### config.mk
export PLATFORM = sky130hd
export DESIGN_NAME = pf_stream_engine
export DESIGN_NICKNAME = d
export VERILOG_FILES = /design/src/rtl/pf_pkg.sv /design/src/rtl/pf_pick.sv /design/src/rtl/pf_lru.sv /design/src/rtl/pf_cand.sv /design/src/rtl/pf_stream_engine.sv
export SDC_FILE = /design/constraint.sdc
export NUM_CORES = 2
export LEC_CHECK = 0
export BUFFER_PORTS_ARGS = -buffer_cell sky130_fd_sc_hd__buf_2
export CORE_AREA = 2 2 585 587
export CTS_CLUSTER_SIZE = 40
export DETAILED_ROUTE_END_ITERATION = 7
export DIE_AREA = 0 0 587 589
export MAX_ROUTING_LAYER = met4
export SLEW_MARGIN = 20
export SYNTH_ARGS = -nofsm -noshare
export SYNTH_HDL_FRONTEND = slang
export SYNTH_SLANG_ARGS = --single-unit
### constraint.sdc
create_clock -name clk -period 15.2 [get_ports clk]
set_input_delay 0.76 -clock clk [delete_from_list [all_inputs] [get_ports clk]]
set_output_delay 0.76 -clock clk [all_outputs]
set_load 0.02 [all_outputs]
### src/rtl/pf_pkg.sv
package pf_pkg;
  typedef enum logic {LVL_L1 = 1'b0, LVL_L2 = 1'b1} pf_level_e;
endpackage

### src/rtl/pf_pick.sv
module pf_pick #(
  parameter int N = 16,
  localparam int IW = $clog2(N)
)(
  input  logic [N-1:0]  req,
  output logic          any,
  output logic [IW-1:0] idx
);
  always_comb begin
    any = |req;
    idx = '0;
    for (int i = N - 1; i >= 0; i--)
      if (req[i]) idx = IW'(i);
  end
endmodule

### src/rtl/pf_lru.sv
module pf_lru #(
  parameter int N = 16,
  localparam int IW = $clog2(N)
)(
  input  logic          clk,
  input  logic          rst,
  input  logic          use_v,
  input  logic [IW-1:0] use_idx,
  output logic [IW-1:0] victim
);
  logic [IW-1:0] age [N];

  always_ff @(posedge clk) begin
    for (int j = 0; j < N; j++) begin
      if (rst) age[j] <= IW'(j);
      else if (use_v) begin
        if (IW'(j) == use_idx) age[j] <= '0;
        else if (age[j] < age[use_idx]) age[j] <= age[j] + 1'b1;
      end
    end
  end

  always_comb begin
    victim = '0;
    for (int j = 0; j < N; j++)
      if (age[j] == IW'(N - 1)) victim = IW'(j);
  end
endmodule

### src/rtl/pf_cand.sv
module pf_cand #(
  parameter int N  = 4,
  parameter int LW = 25,
  parameter int PB = 5,
  localparam int RW = $clog2(N)
)(
  input  logic          clk,
  input  logic          rst,
  input  logic          miss_valid,
  input  logic [LW-1:0] miss_line,
  output logic          hit,
  output logic          hit_dn
);
  logic [LW-1:0] cl [N];
  logic [N-1:0]  cv, hu, hd;
  logic [RW-1:0] rr;

  for (genvar j = 0; j < N; j++) begin : g_cmp
    assign hu[j] = cv[j] && (miss_line[PB-1:0] != '0) && (cl[j] == miss_line - 1'b1);
    assign hd[j] = cv[j] && (miss_line[PB-1:0] != '1) && (cl[j] == miss_line + 1'b1);
  end

  assign hit    = miss_valid && |(hu | hd);
  assign hit_dn = ~|hu;

  always_ff @(posedge clk) begin
    if (rst) begin
      cv <= '0;
      rr <= '0;
    end else if (miss_valid) begin
      if (|(hu | hd)) cv <= cv & ~(hu | hd);
      else begin
        cv[rr] <= 1'b1;
        cl[rr] <= miss_line;
        rr     <= rr + 1'b1;
      end
    end
  end
endmodule

### src/rtl/pf_stream_engine.sv
module pf_stream_engine #(
  parameter int LW         = 25,
  parameter int NS         = 16,
  parameter int NC         = 4,
  parameter int PAGE_LINES = 32,
  parameter int L1_AHEAD   = 2,
  parameter int L2_MAX     = 24,
  localparam int SW  = $clog2(NS),
  localparam int DW  = $clog2(L2_MAX + 1),
  localparam int A1W = $clog2(L1_AHEAD + 1),
  localparam int PB  = $clog2(PAGE_LINES)
)(
  input  logic          clk,
  input  logic          rst,
  input  logic [DW-1:0] cfg_l2_depth,
  input  logic          miss_valid,
  input  logic [LW-1:0] miss_line,
  input  logic          miss_store,
  input  logic          touch_valid,
  input  logic [LW-1:0] touch_line,
  input  logic          sw_valid,
  input  logic          sw_start,
  input  logic [SW-1:0] sw_slot,
  input  logic          sw_desc,
  input  logic          sw_store,
  input  logic [LW-1:0] sw_line,
  input  logic [DW-1:0] sw_len,
  input  logic          pf_ready,
  output logic          pf_valid,
  output logic [LW-1:0] pf_line,
  output logic          pf_l2
);
  import pf_pkg::*;

  // lines left in the page beyond ln, in the stream direction
  function automatic logic [PB-1:0] room_f(input logic [LW-1:0] ln, input logic d);
    return d ? ln[PB-1:0] : ~ln[PB-1:0];
  endfunction

  function automatic logic [DW-1:0] clamp_f(input logic [DW-1:0] v);
    return (int'(v) > L2_MAX) ? DW'(L2_MAX) : v;
  endfunction

  logic [NS-1:0]  vld, st, dn;
  logic [LW-1:0]  head [NS];
  logic [A1W-1:0] a1 [NS];
  logic [DW-1:0]  a2 [NS], dep [NS];

  logic [NS-1:0]  n1, n2, need, thit;
  logic [LW-1:0]  nxt [NS], tgt [NS], kk [NS];
  logic [PB-1:0]  rm [NS];
  logic [A1W-1:0] a1_nx [NS];
  logic [DW-1:0]  a2_nx [NS];

  logic          cand_hit, cand_dn, alloc_go, free_any, iss_any, tch_any, load_go, lru_use;
  logic [SW-1:0] free_idx, victim, alloc_idx, iss_idx, tch_idx, lru_idx;
  pf_level_e     lvl;

  pf_cand #(.N(NC), .LW(LW), .PB(PB)) u_cand (
    .clk(clk), .rst(rst), .miss_valid(miss_valid), .miss_line(miss_line),
    .hit(cand_hit), .hit_dn(cand_dn));

  pf_pick #(.N(NS)) u_free (.req(~vld), .any(free_any), .idx(free_idx));
  pf_pick #(.N(NS)) u_iss  (.req(need), .any(iss_any),  .idx(iss_idx));
  pf_pick #(.N(NS)) u_tch  (.req(thit), .any(tch_any),  .idx(tch_idx));

  assign alloc_idx = free_any ? free_idx : victim;
  assign alloc_go  = cand_hit && !sw_valid && (room_f(miss_line, cand_dn) != '0);
  assign load_go   = iss_any && (!pf_valid || pf_ready);
  assign lru_use   = (sw_valid && sw_start) || alloc_go || tch_any;
  assign lru_idx   = (sw_valid && sw_start) ? sw_slot : (alloc_go ? alloc_idx : tch_idx);
  assign lvl       = n1[iss_idx] ? LVL_L1 : LVL_L2;

  pf_lru #(.N(NS)) u_lru (
    .clk(clk), .rst(rst), .use_v(lru_use), .use_idx(lru_idx), .victim(victim));

  for (genvar i = 0; i < NS; i++) begin : g_ent
    logic iss;
    assign iss      = load_go && (iss_idx == SW'(i));
    assign rm[i]    = room_f(head[i], dn[i]);
    assign nxt[i]   = dn[i] ? head[i] - 1'b1 : head[i] + 1'b1;
    assign n1[i]    = !st[i] && (int'(a1[i]) < L1_AHEAD) && (int'(a1[i]) < int'(rm[i]));
    assign n2[i]    = (int'(a2[i]) < int'(dep[i])) && (int'(a2[i]) < int'(rm[i]));
    assign need[i]  = vld[i] && (n1[i] || n2[i]);
    assign kk[i]    = LW'(n1[i] ? int'(a1[i]) + 1 : int'(a2[i]) + 1);
    assign tgt[i]   = dn[i] ? head[i] - kk[i] : head[i] + kk[i];
    assign thit[i]  = vld[i] && touch_valid && (touch_line == nxt[i]);
    assign a1_nx[i] = A1W'(int'(a1[i]) - int'(thit[i] && (a1[i] != '0)) + int'(iss && n1[i]));
    assign a2_nx[i] = DW'(int'(a2[i]) - int'(thit[i] && (a2[i] != '0)) + int'(iss && !n1[i]));
  end

  always_ff @(posedge clk) begin
    if (rst) vld <= '0;
    else begin
      for (int i = 0; i < NS; i++) begin
        if (sw_valid && sw_slot == SW'(i)) begin
          vld[i]  <= sw_start && (room_f(sw_line, sw_desc) != '0);
          head[i] <= sw_line;
          dn[i]   <= sw_desc;
          st[i]   <= sw_store;
          a1[i]   <= '0;
          a2[i]   <= '0;
          dep[i]  <= clamp_f(sw_len);
        end else if (alloc_go && alloc_idx == SW'(i)) begin
          vld[i]  <= 1'b1;
          head[i] <= miss_line;
          dn[i]   <= cand_dn;
          st[i]   <= miss_store;
          a1[i]   <= '0;
          a2[i]   <= '0;
          dep[i]  <= clamp_f(cfg_l2_depth);
        end else if (vld[i]) begin
          a1[i] <= a1_nx[i];
          a2[i] <= a2_nx[i];
          if (thit[i]) begin
            head[i] <= nxt[i];
            if (room_f(nxt[i], dn[i]) == '0) vld[i] <= 1'b0;
          end
        end
      end
    end
  end

  always_ff @(posedge clk) begin
    if (rst) pf_valid <= 1'b0;
    else if (!pf_valid || pf_ready) begin
      pf_valid <= iss_any;
      if (iss_any) begin
        pf_line <= tgt[iss_idx];
        pf_l2   <= (lvl == LVL_L2);
      end
    end
  end
endmodule

==> metrics <==
status finished, violations left; RR Endpoint u_lru.age[14][3]; post-synthesis mux area share 5.46%; hold_sp miss_line[20]; crit path kind reg -> reg; largest family of logic cells by synthesized area compound AO/OA/AOI/OAI gates; Slew Limit Fails 0; Hold Path End u_cand.cl[3][20]; filler cell count 35600; Setup violations, final 0; Starting Density 32.9%; syn_area_per_cell 8.16 µm²; Hold-fix buffers, CTS 0; die width 587 µm; adder-cell area share of the yosys netlist 14.8%; final hold viol count 0; Clock Skew 0.0776 ns; Syn Nets 15100; CP Max Fanout 44; Compound-Gate Fraction of Synth Area 20.9%; Design Power 7.53 mW; H-tree depth 3; cts repair resizes 0; Row Count 214; Reg2Reg Depth 26; Static Leak 50.0 nW; hold slack 0.246 ns; Data arrival, critical path 10.25 ns; Worst-Skew Late Latency 0.84 ns; total global-route track usage 32.3%; fin crit share 64.4%; register bit total from synthesis 837; max-cap viol count 0; clk sinks 837; flop2flop setup slack 5.40 ns; commonest non-fill, non-tap cells in the layout ha_1 (1239), nor2_1 (1159), nand2_1 (1106), o21ai_0 (972), xnor2_1 (937); Simple-Gate Fraction of Synth Area 19.9%; Post-route DRC 1; largest net degree at the start of global routing 89; Synth-to-Final Area Change 9.13%; minimum clock period 9.80 ns; Hold WC Path Type in -> reg; CP Data Required Time 15.66 ns; number of buffers and inverters on the critical path 2; Top FF cell, synth edfxtp_1; CTS tree done; dpl hpwl 414000 µm; Core ar. 339000 µm²; top-level I/O count 126; Initial DRC Count 17900; startpoint class of the critical path flip-flop; synth warn 0; number of flops mapped to enable cells by yosys 814; number of global-route vias before repair 102000; Cell Area, Synth 111000 µm²; GRT Residual Overflow 0; most common cell after layout, fill and taps aside ha_1; first-pass GRT wire length 781000 µm; Seq/Total Area, Yosys 22.3%; Vias/cell 6.26; clk buf depth 3; Synth async-reset ratio 0%; Post-Route Setup TNS 0 ns; slowest cell delay on critical path 1.03 ns; TritonCTS buffer count 112; via count 114000; layout cells sized above 1 7.39%; initial antenna violation count 83; Hold Path Depth 1; Crit path depth 26; post-layout instance area 122000 µm²; CP most frequent cell a21oi_1; max frequency 0.102 GHz; Seq. cell area 24900 µm²; count of cell types in the netlist 109; mean routed wirelength per cell 31.4 µm; Multi-input gate area 81700 µm²; post-CTS setup repair buffer count 0; CTS clk-pin slew, worst paths 0.06 ns; die extent in y 589 µm; VDD IR max 0.0980 mV; Final #Nets 14800; crit path max-delay cell type a21boi_0; Root Buffer clkbuf_16; DRT antenna net count 0; Post-Synth XOR/XNOR Area 11.9%; failing checks DRC; area of the die 346000 µm²; RR Startpoint dn[7]; max_slew headroom 9.52%; routability-driven placement congestion ratio 1.08; cell area after placement 117000 µm²; RSZ-0062 raised after global routing no; Power Dens Cells 61.9 nW/µm²; routed wire length 570000 µm; Least-Margin Pin Slew 1.36 ns; Port-buffer cells 125; nature of the critical path endpoint flip-flop; family with the most delay on the worst path compound AO/OA/AOI/OAI gates; DRT Pass-1 Iters 8; cells after synthesis 13700
==> cells by family after synthesis <==
family,Yosys count
flops,837
fa+ha+maj,1287
xor+xnor,1433
compound gates,3650
simple gates,4479
buf+inv,1390
mux,588
==> final cells by class <==
| class | instances | area share (%) |
|---|---|---|
| Clock inverter | 73 | 0.732 |
| Inverter | 627 | 1.94 |
| Clock buffer | 139 | 2.47 |
| Tap cell | 4536 | 4.67 |
| Antenna cell | 125 | 0.257 |
| Multi-Input combinational cell | 11400 | 67.1 |
| Timing Repair Buffer | 407 | 2.34 |
| Sequential cell | 837 | 20.5 |
==> metal layers <==
layer | GRT usage [%] | part of all wire, % | up-vias
met1 | 39.8 | 38 | 54400
met5 | - | 0 | -
li1 | - | - | 50000
met3 | 8.98 | 13 | 1760
met2 | 45.2 | 41 | 7655
met4 | 23.1 | 8.2 | 0
==> report_power, final <==
part           leakage [nW]  internal (mW)  total [mW]  switching (mW)
logic                  40.5          0.546        1.91            1.36
clock network          1.89           1.70        2.98            1.29
registers              7.60           2.58        2.64          0.0533
==> synth_stat cells (58+ instances only) <==
library cell,instances,area share (%)
ha_1,1239,14
nor2_1,1170,3.9
nand2_1,1111,3.7
o21ai_0,987,4.4
xnor2_1,937,7.4
a21oi_1,919,4.1
edfxtp_1,814,22
clkbuf_1,653,2.2
inv_1,616,2.1
mux2i_1,456,4.1
xor2_1,446,3.5
nor3_1,379,1.7
nand3_1,362,1.6
a21o_1,243,1.6
nor2b_1,185,1.0
and3_1,173,0.97
nand2b_1,167,0.94
nand4_1,153,0.86
nor4_1,142,0.80
a31oi_1,141,0.79
a211oi_1,137,0.92
o211ai_1,131,0.88
mux2_2,129,1.3
o21a_1,126,0.85
or3_1,121,0.68
and2_1,106,0.59
o22ai_1,105,0.59
buf_1,87,0.29
a21boi_0,83,0.56
or2_2,76,0.43
o2111ai_1,66,0.52
o21bai_1,64,0.43
or4_1,58,0.39
==> worst max-delay path by stage <==
stage               slack [ns]                to          from
finish                    5.40  u_lru.age[14][3]         dn[7]
global route              5.02  u_lru.age[14][3]         dn[8]
CTS                       5.71   u_lru.age[1][2]         dn[8]
global placement          4.97   u_lru.age[1][3]  miss_line[0]
detailed placement        5.10   u_lru.age[1][3]  miss_line[0]
floorplan                 6.04  u_lru.age[14][0]  miss_line[2]
==> registers in the layout (all words and copies together), names as in the netlist <==
name and cells:
pf_line 25, dep 80, u_lru.age 64, u_cand.cv 4, st 16, u_cand.rr 2
a1 32, u_cand.cl 100, pf_valid 1, pf_l2 1, vld 16, a2 80
head 400, dn 16
==> stage by stage <==
step	setup slack, ns	instances	utilization [%]
global route	5.02	18100	35.8
finish	5.40	18200	35.9
CTS	5.71	18100	35.8
detailed placement	5.10	17800	34.6
global placement	4.97	17800	34.6
floorplan	6.04	13700	-
Note: power is estimated with default switching activity, not from simulation.
